**config.mk**
```make
export PLATFORM = sky130hd
export DESIGN_NAME = hc_command_reg
export DESIGN_NICKNAME = d
export VERILOG_FILES = /design/src/rtl/hc_cmd_pkg.sv /design/src/rtl/hc_cmd_ctrl.sv /design/src/rtl/hc_cmd_data.sv /design/src/rtl/hc_command_reg.sv
export SDC_FILE = /design/constraint.sdc
export NUM_CORES = 1
export LEC_CHECK = 0
export ABC_AREA = 1
export BUFFER_PORTS_ARGS = -buffer_cell sky130_fd_sc_hd__clkbuf_2
export CAP_MARGIN = 40
export CORE_ASPECT_RATIO = 0.5
export CORE_MARGIN = 4
export CORE_UTILIZATION = 39
export DETAILED_ROUTE_END_ITERATION = 8
export GPL_TIMING_DRIVEN = 0
export PLACE_DENSITY = 0.79
export SYNTH_ARGS = -nofsm -noshare
export SYNTH_HDL_FRONTEND = slang
export SYNTH_SLANG_ARGS = --single-unit
```
**constraint.sdc**
```tcl
create_clock -name clk -period 1.2 [get_ports clk]
set_input_delay 0.24 -clock clk [delete_from_list [all_inputs] [get_ports clk]]
set_output_delay 0.24 -clock clk [all_outputs]
set_load 0.01 [all_outputs]
```
**src/rtl/hc_cmd_pkg.sv**
```systemverilog
package hc_cmd_pkg;
  localparam int RUN_BIT  = 0;
  localparam int RST_BIT  = 1;
  localparam int FLS_LO   = 2;
  localparam int PSE_BIT  = 4;
  localparam int ASE_BIT  = 5;
  localparam int BELL_BIT = 6;
  localparam int PCNT_LO  = 8;
  localparam int PEN_BIT  = 11;
  localparam int THR_LO   = 16;
  localparam int THR_W    = 8;

  // strobes from control to datapath
  typedef struct packed {
    logic fieldWe;
    logic loadDefaults;
    logic runSet;
    logic runClr;
  } cmdStrobes_t;

  typedef struct packed {
    logic             run;
    logic [1:0]       fls;
    logic             pse;
    logic             ase;
    logic             bell;
    logic [1:0]       parkCnt;
    logic             parkEn;
    logic [THR_W-1:0] thr;
  } cmdFields_t;
endpackage

```
**src/rtl/hc_cmd_ctrl.sv**
```systemverilog
module hc_cmd_ctrl
  import hc_cmd_pkg::*;
#(
  parameter int RESET_CYCLES = 8,
  parameter int HALT_UFRAMES = 16
) (
  input  logic        clk,
  input  logic        rstN,
  input  logic        wrEn,
  input  logic        wrRun,
  input  logic        wrReset,
  input  logic        runQ,
  input  logic        uframeTick,
  input  logic        engineIdle,
  output cmdStrobes_t strobes,
  output logic        halted,
  output logic        resetBusy
);
  localparam int RW = $clog2(RESET_CYCLES + 1);
  localparam int TW = $clog2(HALT_UFRAMES + 1);
  localparam logic [RW-1:0] RST_LAST  = RW'(RESET_CYCLES - 1);
  localparam logic [TW-1:0] TICK_LAST = TW'(HALT_UFRAMES);

  logic [RW-1:0] rstCnt;
  logic [TW-1:0] tickCnt;
  logic          resetReq;

  assign resetReq = wrEn && wrReset && !resetBusy;

  always_comb begin
    strobes.loadDefaults = resetReq || resetBusy;
    strobes.fieldWe      = wrEn && !strobes.loadDefaults;
    strobes.runSet       = strobes.fieldWe && wrRun && halted;
    strobes.runClr       = strobes.fieldWe && !wrRun;
  end

  // self-clearing reset sequence of fixed length
  always_ff @(posedge clk or negedge rstN) begin
    if (!rstN) begin
      resetBusy <= 1'b0;
      rstCnt    <= '0;
    end else if (resetReq) begin
      resetBusy <= 1'b1;
      rstCnt    <= '0;
    end else if (resetBusy) begin
      if (rstCnt == RST_LAST) begin
        resetBusy <= 1'b0;
        rstCnt    <= '0;
      end else begin
        rstCnt <= rstCnt + 1'b1;
      end
    end
  end

  // halt handshake with microframe bound
  always_ff @(posedge clk or negedge rstN) begin
    if (!rstN) begin
      halted  <= 1'b1;
      tickCnt <= '0;
    end else if (strobes.loadDefaults) begin
      halted  <= 1'b1;
      tickCnt <= '0;
    end else if (runQ) begin
      halted  <= 1'b0;
      tickCnt <= '0;
    end else if (!halted) begin
      if (engineIdle || tickCnt == TICK_LAST) begin
        halted  <= 1'b1;
        tickCnt <= '0;
      end else if (uframeTick) begin
        tickCnt <= tickCnt + 1'b1;
      end
    end
  end
endmodule

```
**src/rtl/hc_cmd_data.sv**
```systemverilog
module hc_cmd_data
  import hc_cmd_pkg::*;
#(
  parameter bit FRAME_LIST_PROG = 1'b1,
  parameter bit PARK_CAP        = 1'b1
) (
  input  logic        clk,
  input  logic        rstN,
  input  cmdStrobes_t strobes,
  input  logic [31:0] wrData,
  input  logic        doorbellAck,
  output cmdFields_t  fields
);
  localparam logic [1:0] PCNT_RST = PARK_CAP ? 2'd3 : 2'd0;
  localparam logic       PEN_RST  = PARK_CAP;

  logic             runQ, pseQ, aseQ, bellQ, parkEnQ;
  logic [1:0]       flsQ, parkCntQ;
  logic [THR_W-1:0] thrQ;
  logic             unusedWrBits;

  assign unusedWrBits = ^wrData;

  always_ff @(posedge clk or negedge rstN) begin
    if (!rstN) begin
      runQ  <= 1'b0;
      pseQ  <= 1'b0;
      aseQ  <= 1'b0;
      bellQ <= 1'b0;
      thrQ  <= '0;
    end else if (strobes.loadDefaults) begin
      runQ  <= 1'b0;
      pseQ  <= 1'b0;
      aseQ  <= 1'b0;
      bellQ <= 1'b0;
      thrQ  <= '0;
    end else begin
      if (strobes.runSet)      runQ <= 1'b1;
      else if (strobes.runClr) runQ <= 1'b0;
      bellQ <= (bellQ && !doorbellAck) || (strobes.fieldWe && wrData[BELL_BIT]);
      if (strobes.fieldWe) begin
        pseQ <= wrData[PSE_BIT];
        aseQ <= wrData[ASE_BIT];
        thrQ <= wrData[THR_LO +: THR_W];
      end
    end
  end

  generate
    if (FRAME_LIST_PROG) begin : g_flsRw
      always_ff @(posedge clk or negedge rstN) begin
        if (!rstN)                     flsQ <= 2'd0;
        else if (strobes.loadDefaults) flsQ <= 2'd0;
        else if (strobes.fieldWe && wrData[FLS_LO +: 2] != 2'd3)
          flsQ <= wrData[FLS_LO +: 2];
      end
    end else begin : g_flsRo
      assign flsQ = 2'd0;
    end

    if (PARK_CAP) begin : g_parkRw
      always_ff @(posedge clk or negedge rstN) begin
        if (!rstN) begin
          parkCntQ <= PCNT_RST;
          parkEnQ  <= PEN_RST;
        end else if (strobes.loadDefaults) begin
          parkCntQ <= PCNT_RST;
          parkEnQ  <= PEN_RST;
        end else if (strobes.fieldWe) begin
          parkEnQ <= wrData[PEN_BIT];
          if (wrData[PCNT_LO +: 2] != 2'd0) parkCntQ <= wrData[PCNT_LO +: 2];
        end
      end
    end else begin : g_parkRo
      assign parkCntQ = 2'd0;
      assign parkEnQ  = 1'b0;
    end
  endgenerate

  always_comb begin
    fields.run     = runQ;
    fields.fls     = flsQ;
    fields.pse     = pseQ;
    fields.ase     = aseQ;
    fields.bell    = bellQ;
    fields.parkCnt = parkCntQ;
    fields.parkEn  = parkEnQ;
    fields.thr     = thrQ;
  end
endmodule

```
**src/rtl/hc_command_reg.sv**
```systemverilog
module hc_command_reg
  import hc_cmd_pkg::*;
#(
  parameter bit FRAME_LIST_PROG = 1'b1,
  parameter bit PARK_CAP        = 1'b1,
  parameter int RESET_CYCLES    = 8,
  parameter int HALT_UFRAMES    = 16
) (
  input  logic        clk,
  input  logic        rstN,
  input  logic        wrEn,
  input  logic [31:0] wrData,
  output logic [31:0] rdData,
  input  logic        uframeTick,
  input  logic        engineIdle,
  input  logic        doorbellAck,
  output logic        runOut,
  output logic        ctrlResetOut,
  output logic        halted,
  output logic [1:0]  frameListSize,
  output logic        periodicEn,
  output logic        asyncEn,
  output logic        doorbellOut,
  output logic [1:0]  parkCount,
  output logic        parkEnable,
  output logic [7:0]  irqThreshold
);
  cmdStrobes_t strobes;
  cmdFields_t  fields;
  logic        resetBusy;

  hc_cmd_ctrl #(
    .RESET_CYCLES(RESET_CYCLES),
    .HALT_UFRAMES(HALT_UFRAMES)
  ) i_ctrl (
    .clk       (clk),
    .rstN      (rstN),
    .wrEn      (wrEn),
    .wrRun     (wrData[RUN_BIT]),
    .wrReset   (wrData[RST_BIT]),
    .runQ      (fields.run),
    .uframeTick(uframeTick),
    .engineIdle(engineIdle),
    .strobes   (strobes),
    .halted    (halted),
    .resetBusy (resetBusy)
  );

  hc_cmd_data #(
    .FRAME_LIST_PROG(FRAME_LIST_PROG),
    .PARK_CAP       (PARK_CAP)
  ) i_data (
    .clk        (clk),
    .rstN       (rstN),
    .strobes    (strobes),
    .wrData     (wrData),
    .doorbellAck(doorbellAck),
    .fields     (fields)
  );

  always_comb begin
    rdData                     = '0;
    rdData[RUN_BIT]            = fields.run;
    rdData[RST_BIT]            = resetBusy;
    rdData[FLS_LO +: 2]        = fields.fls;
    rdData[PSE_BIT]            = fields.pse;
    rdData[ASE_BIT]            = fields.ase;
    rdData[BELL_BIT]           = fields.bell;
    rdData[PCNT_LO +: 2]       = fields.parkCnt;
    rdData[PEN_BIT]            = fields.parkEn;
    rdData[THR_LO +: THR_W]    = fields.thr;
  end

  assign runOut        = fields.run;
  assign ctrlResetOut  = resetBusy;
  assign frameListSize = fields.fls;
  assign periodicEn    = fields.pse;
  assign asyncEn       = fields.ase;
  assign doorbellOut   = fields.bell;
  assign parkCount     = fields.parkCnt;
  assign parkEnable    = fields.parkEn;
  assign irqThreshold  = fields.thr;
endmodule

```
* After elaboration in Yosys (flattened, before gate mapping) *
Cells that the tools add are included.

word-level totals
  bits in registers = 28
  input bits = 38
  word-level logic and storage cells = 75

cells by class
  add/subtract/negate cells = 2
  eq/ne operators = 4
  muxes and demuxes = 32
  reduce and logical (&&, ||, !) cells = 25

operator list
  operator                                                count
  two-way mux 5 bit                                       5
  two-way mux 1 bit                                       17
  two-way mux 8 bit                                       2
  two-way mux 4 bit                                       3
  two-way mux 2 bit                                       5
  nonzero test 2 bit                                      5
  logical AND 1 bit                                       9
  adder 5 x 1 -> 5 bit (second input constant)            1
  == test 5 bit (second input constant)                   1
  adder 4 x 1 -> 4 bit (second input constant)            1
  == test 4 x 3 -> 1 bit (second input constant)          1
  zero test 1 bit                                         4
  AND reduction 2 bit                                     2
  nonzero test 4 bit                                      1
  logical OR 1 bit                                        3
  inequality test 3 x 1 -> 1 bit (second input constant)  1
  nonzero test 3 bit                                      1
  inequality test 2 bit (second input constant)           1

* Depth between registers and ports, before layout *
  depth in word-level cells = 9
  mapped depth = 9
  depth with buffers taken out = 9

* Modules after synthesis *
From an unflattened synthesis, not the netlist that was laid out.

second synthesis, totals
  cells, all modules = 206
  area total of the unflattened synthesis = 1721.7 um2

modules (own cells, without submodules)
  module          times used  cells each  area an instance (um2)
  hc_cmd_data     1           88          768.2
  hc_cmd_ctrl     1           85          709.4
  hc_command_reg  1           33          244.0

* Worst setup path after synthesis *
OpenSTA, ideal clock, no wires.

  path type = register to register
  start = register i_ctrl.tickCnt[0]
  end = register i_ctrl.tickCnt[0]
  setup time = 0.066 ns
  data arrival time = 1.123 ns
  path slack = 0.011 ns
  cell stages (with the launch flop) = 10
  buffers on the path = 0
  clock period less this slack = 1.189 ns
  cells stage by stage = dfrtp_1 > inv_1 > ha_1 > nand2_1 > inv_1 > nand2_1 > nand3_1 > o21bai_2 > nand2_1 > nand2_1

on the way
  word-level cells in the longest chain between the ends = 6
  elaborated cells on any way between the ends = 10
  classes of those cells = add/sub (1); eq/ne (1); mux (5); reduce/logical (3)

RTL lines
  what                                                   line                                  source
  from (decl)                                            hc_cmd_ctrl.sv:25                     logic [TW-1:0] tickCnt;
  from (signal assigned)                                 hc_cmd_ctrl.sv:71                     tickCnt <= tickCnt + 1'b1;
  adder 5 x 1 -> 5 bit or == test 5 bit (tied branches)  hc_cmd_ctrl.sv:71, hc_cmd_ctrl.sv:67
  two-way mux 5 bit or logical OR 1 bit (tied branches)  hc_cmd_ctrl.sv:70, hc_cmd_ctrl.sv:67
  two-way mux 5 bit                                      hc_cmd_ctrl.sv:67                     if (engineIdle || tickCnt == TICK_LAST) begin
  two-way mux 5 bit                                      hc_cmd_ctrl.sv:66                     end else if (!halted) begin
  two-way mux 5 bit                                      hc_cmd_ctrl.sv:63                     end else if (runQ) begin
  two-way mux 5 bit                                      hc_cmd_ctrl.sv:60                     end else if (strobes.loadDefaults) begin

Several ways; a longest one is shown, not always the timed one. The select of a mux whose other input is x is not followed.
A chain may end at the register's enable or synchronous reset.

* Worst setup path after layout *
  start = register i_ctrl.tickCnt[0]
  end = register i_ctrl.tickCnt[1]

Same word-level chain as after synthesis.

==> results.ini <==
[synth]
avgSynthCellArea_um2 = 9.18
synth.area.top_cells = dfrtp_1 (39%), buf_4 (16%), dfstp_2 (6.8%)
yosysUniqueCellTypes = 27
syn_area_um2 = 1550
yosys.area.top_type = dfrtp_1
synth-seq-area-share = 0.455
synth_top_area_share = 0.387
synth.most_common_cell = buf_4
synth_common_cells = buf_4 (33), nand2_1 (25), dfrtp_1 (24)
synth_async_sr_flop_share = 1.00
syn-instance-count = 169
synth_seq_cells = 28
synth_edf_count = 0
yosys_most_used_dff = dfrtp_1
synth-warning-count = 0

[critical_path]
rrSetupSlack_ns = -0.11
required_ns = 1.42
cp.arrival_ns = 1.52
reg2reg_from = i_ctrl.tickCnt[0]
end_kind = flop
crit_type = reg2reg
rr_worst_depth = 9
r2r-end = i_ctrl.tickCnt[1]
crit_path_max_fanout = 5
worst_setup_path_start_kind = flop

[cts]
root_buffer = clkbuf_8
clock_path_buffers = 2
numCtsBuffers = 3
cts-htree-levels = 1
clkTransAtPathRegs_ns = 0.09
cts_tree = built
clkLatencyLatePin_ns = 0.27
hold_buffers = 0
cts.sinks = 28

[placed_design]
dpl.hpwl_um = 2700
gp_congestion = 0.735
post-place-ws_ns = -0.184
portBuffers = 60

[global_route]
grt_max_degree = 29
grt_pass1_wl_um = 6350
antenna_found_initial = 0
grt_overflow = 0
grt_util_all_layers = 0.152
grt_pass1_vias = 1466

[sta]
timing_hold_violations_final = 9
max_clock_freq_mhz = 765
worst_slack_ns = -0.108
setup_viol = 25
min_period_ns = 1.31
holdWs_ns = -0.00957
period_share = 1.09
worst_slew_pin_slew_ns = 0.691
timing.max_slew.rel_slack = 0.539
slew_violations = 0
grt_setup_unrepaired = true
finClkSkew_ns = 0.00128

[die]
die_area_um2 = 5110
fp.dieH_um = 52.6
die_w_um = 97.2
io_pins = 89
start_util = 0.428
rows = 15
coreArea_um2 = 3620

[drt]
vias = 1527
routedWlPerCell_um = 13.7
wirelength_um = 4340
via_per_inst = 4.80
drc = 0
drt_iter0_drc = 54
dr.pass1.iters = 4
ant_nets = 0

[cells_and_area]
num_antenna_cells = 0
syn2layout_area_growth_pct = 53.3
finalNetCount = 310
drive_above_1_share = 0.573
nFillCells = 262

[pwr]
p_int_w = 0.00238
switching_share = 0.369
pwr-share-comb = 0.508
ir_drop_v = 0.000553
power_frac_clock = 0.135
netSwitchingPower_w = 0.00139
leakagePower_nw = 1.34
power.density_nw_per_um2 = 1580
p_total_w = 0.00377
seqPwrFrac = 0.358

[outcome]
status = finished, violations left
violations = hold timing, setup timing

[flow_run]
maxCapViolCount = 0

[hold_path]
hold_path_class = in2async

==> worst max-delay path, cell delays in order (launching register included) <==
cell	delay [ns]
dfrtp_1	0.38
inv_2	0.07
ha_4	0.15
nand2_1	0.07
inv_1	0.06
nand2_2	0.08
nand2_2	0.07
nor2_4	0.16
nand4_1	0.13
nand2_1	0.08
==> timing repair <==
| action | in CTS | in global routing |
|---|---|---|
| gates cloned | 1 | 0 |
| setup endpoints to repair | 27 | 40 |
| pin swaps | 8 | 18 |
| buffers inserted | 16 | 7 |
| gates resized for setup | 19 | 45 |
==> cells by family after synthesis <==
logic type / after synthesis / share of synthesized area
AO/OA/AOI/OAI: 29 / 0.131
XOR/XNOR: 1 / 0.00565
adder cells (fa/ha/maj): 3 / 0.0242
buffers and inverters: 55 / 0.219
flip-flops: 28 / 0.455
other: 1 / 0.00242
AND/OR/NAND/NOR: 52 / 0.164
==> cells in the final DEF (no fill, tap or decap), types with 3 or more instances in the layout <==
cell type  Yosys  final
clkbuf_2       0     49
buf_4         33     47
dfrtp_1       24     23
nand2_1       25     20
buf_6          1     17
inv_1         18     16
conb_1         1     14
a22o_1        11     11
nand4_1        7      7
o21ai_0       12      6
nor2_1         7      6
nand2_2        1      4
o21ai_1        0      4
nand3_2        2      4
nand3_1        7      4
dfstp_2        4      4
nand2_4        1      3
clkbuf_8       0      3
==> worst max path at each step <==
stage,startpoint,to
after floorplan,i_ctrl.tickCnt[0],i_ctrl.tickCnt[0]
after global placement,i_ctrl.tickCnt[0],i_ctrl.tickCnt[0]
after detailed placement,i_ctrl.tickCnt[0],i_ctrl.tickCnt[1]
after CTS,i_data.parkCntQ[0],rdData[8]
after global routing,i_ctrl.tickCnt[0],i_ctrl.tickCnt[1]
final,i_ctrl.tickCnt[0],i_ctrl.tickCnt[1]
==> layer usage <==
layer	share of wire	track usage	vias up
li1	-	-	712
met1	0.38	0.165	726
met2	0.52	0.306	79
met3	0.079	0.0345	10
met4	0.017	0.0396	0
met5	0	0	-
==> state kept, by name, indices dropped and copies added (netlist names) <==
signal / cells
i_ctrl.halted: 1
i_ctrl.resetBusy: 1
i_ctrl.rstCnt: 4
i_ctrl.tickCnt: 5
i_data.aseQ: 1
i_data.bellQ: 1
i_data.flsQ: 2
i_data.parkCntQ: 2
i_data.parkEnQ: 1
i_data.pseQ: 1
i_data.runQ: 1
i_data.thrQ: 8
==> power groups by stage <==
stage | registers, W | logic [W] | clock network, W
2_1_floorplan | 0.00136 | 0.000779 | 0
3_3_place_gp | 0.00132 | 0.00122 | 0
3_5_place_dp | 0.00134 | 0.00125 | 0
4_1_cts | 0.00130 | 0.00154 | 0.000508
5_1_grt | 0.00137 | 0.00208 | 0.000548
6_report | 0.00135 | 0.00191 | 0.000507
==> cell type report <==
class	instances	area [µm²]	area share
tap	51	63.8	0.0268
multi-input combinational	99	657	0.276
buffer	34	268	0.113
inverter	20	80.1	0.0337
clock buffer	3	41.3	0.0174
sequential	28	707	0.297
timing repair buffer	83	562	0.236
==> through the flow <==
step	instance area (µm²)	utilization	hold WS, ns	setup TNS, ns	instances
3_5_place_dp	1960	0.542	0.308	-1.53	293
6_report	2380	0.657	-0.00957	-1.34	318
3_3_place_gp	1960	0.542	0.305	-1.16	293
5_1_grt	2380	0.657	0.0506	-2.77	318
4_1_cts	2190	0.604	0.0138	-0.331	312
2_1_floorplan	1600	-	-0.0556	0	182
Note: power is estimated with default switching activity, not from simulation.
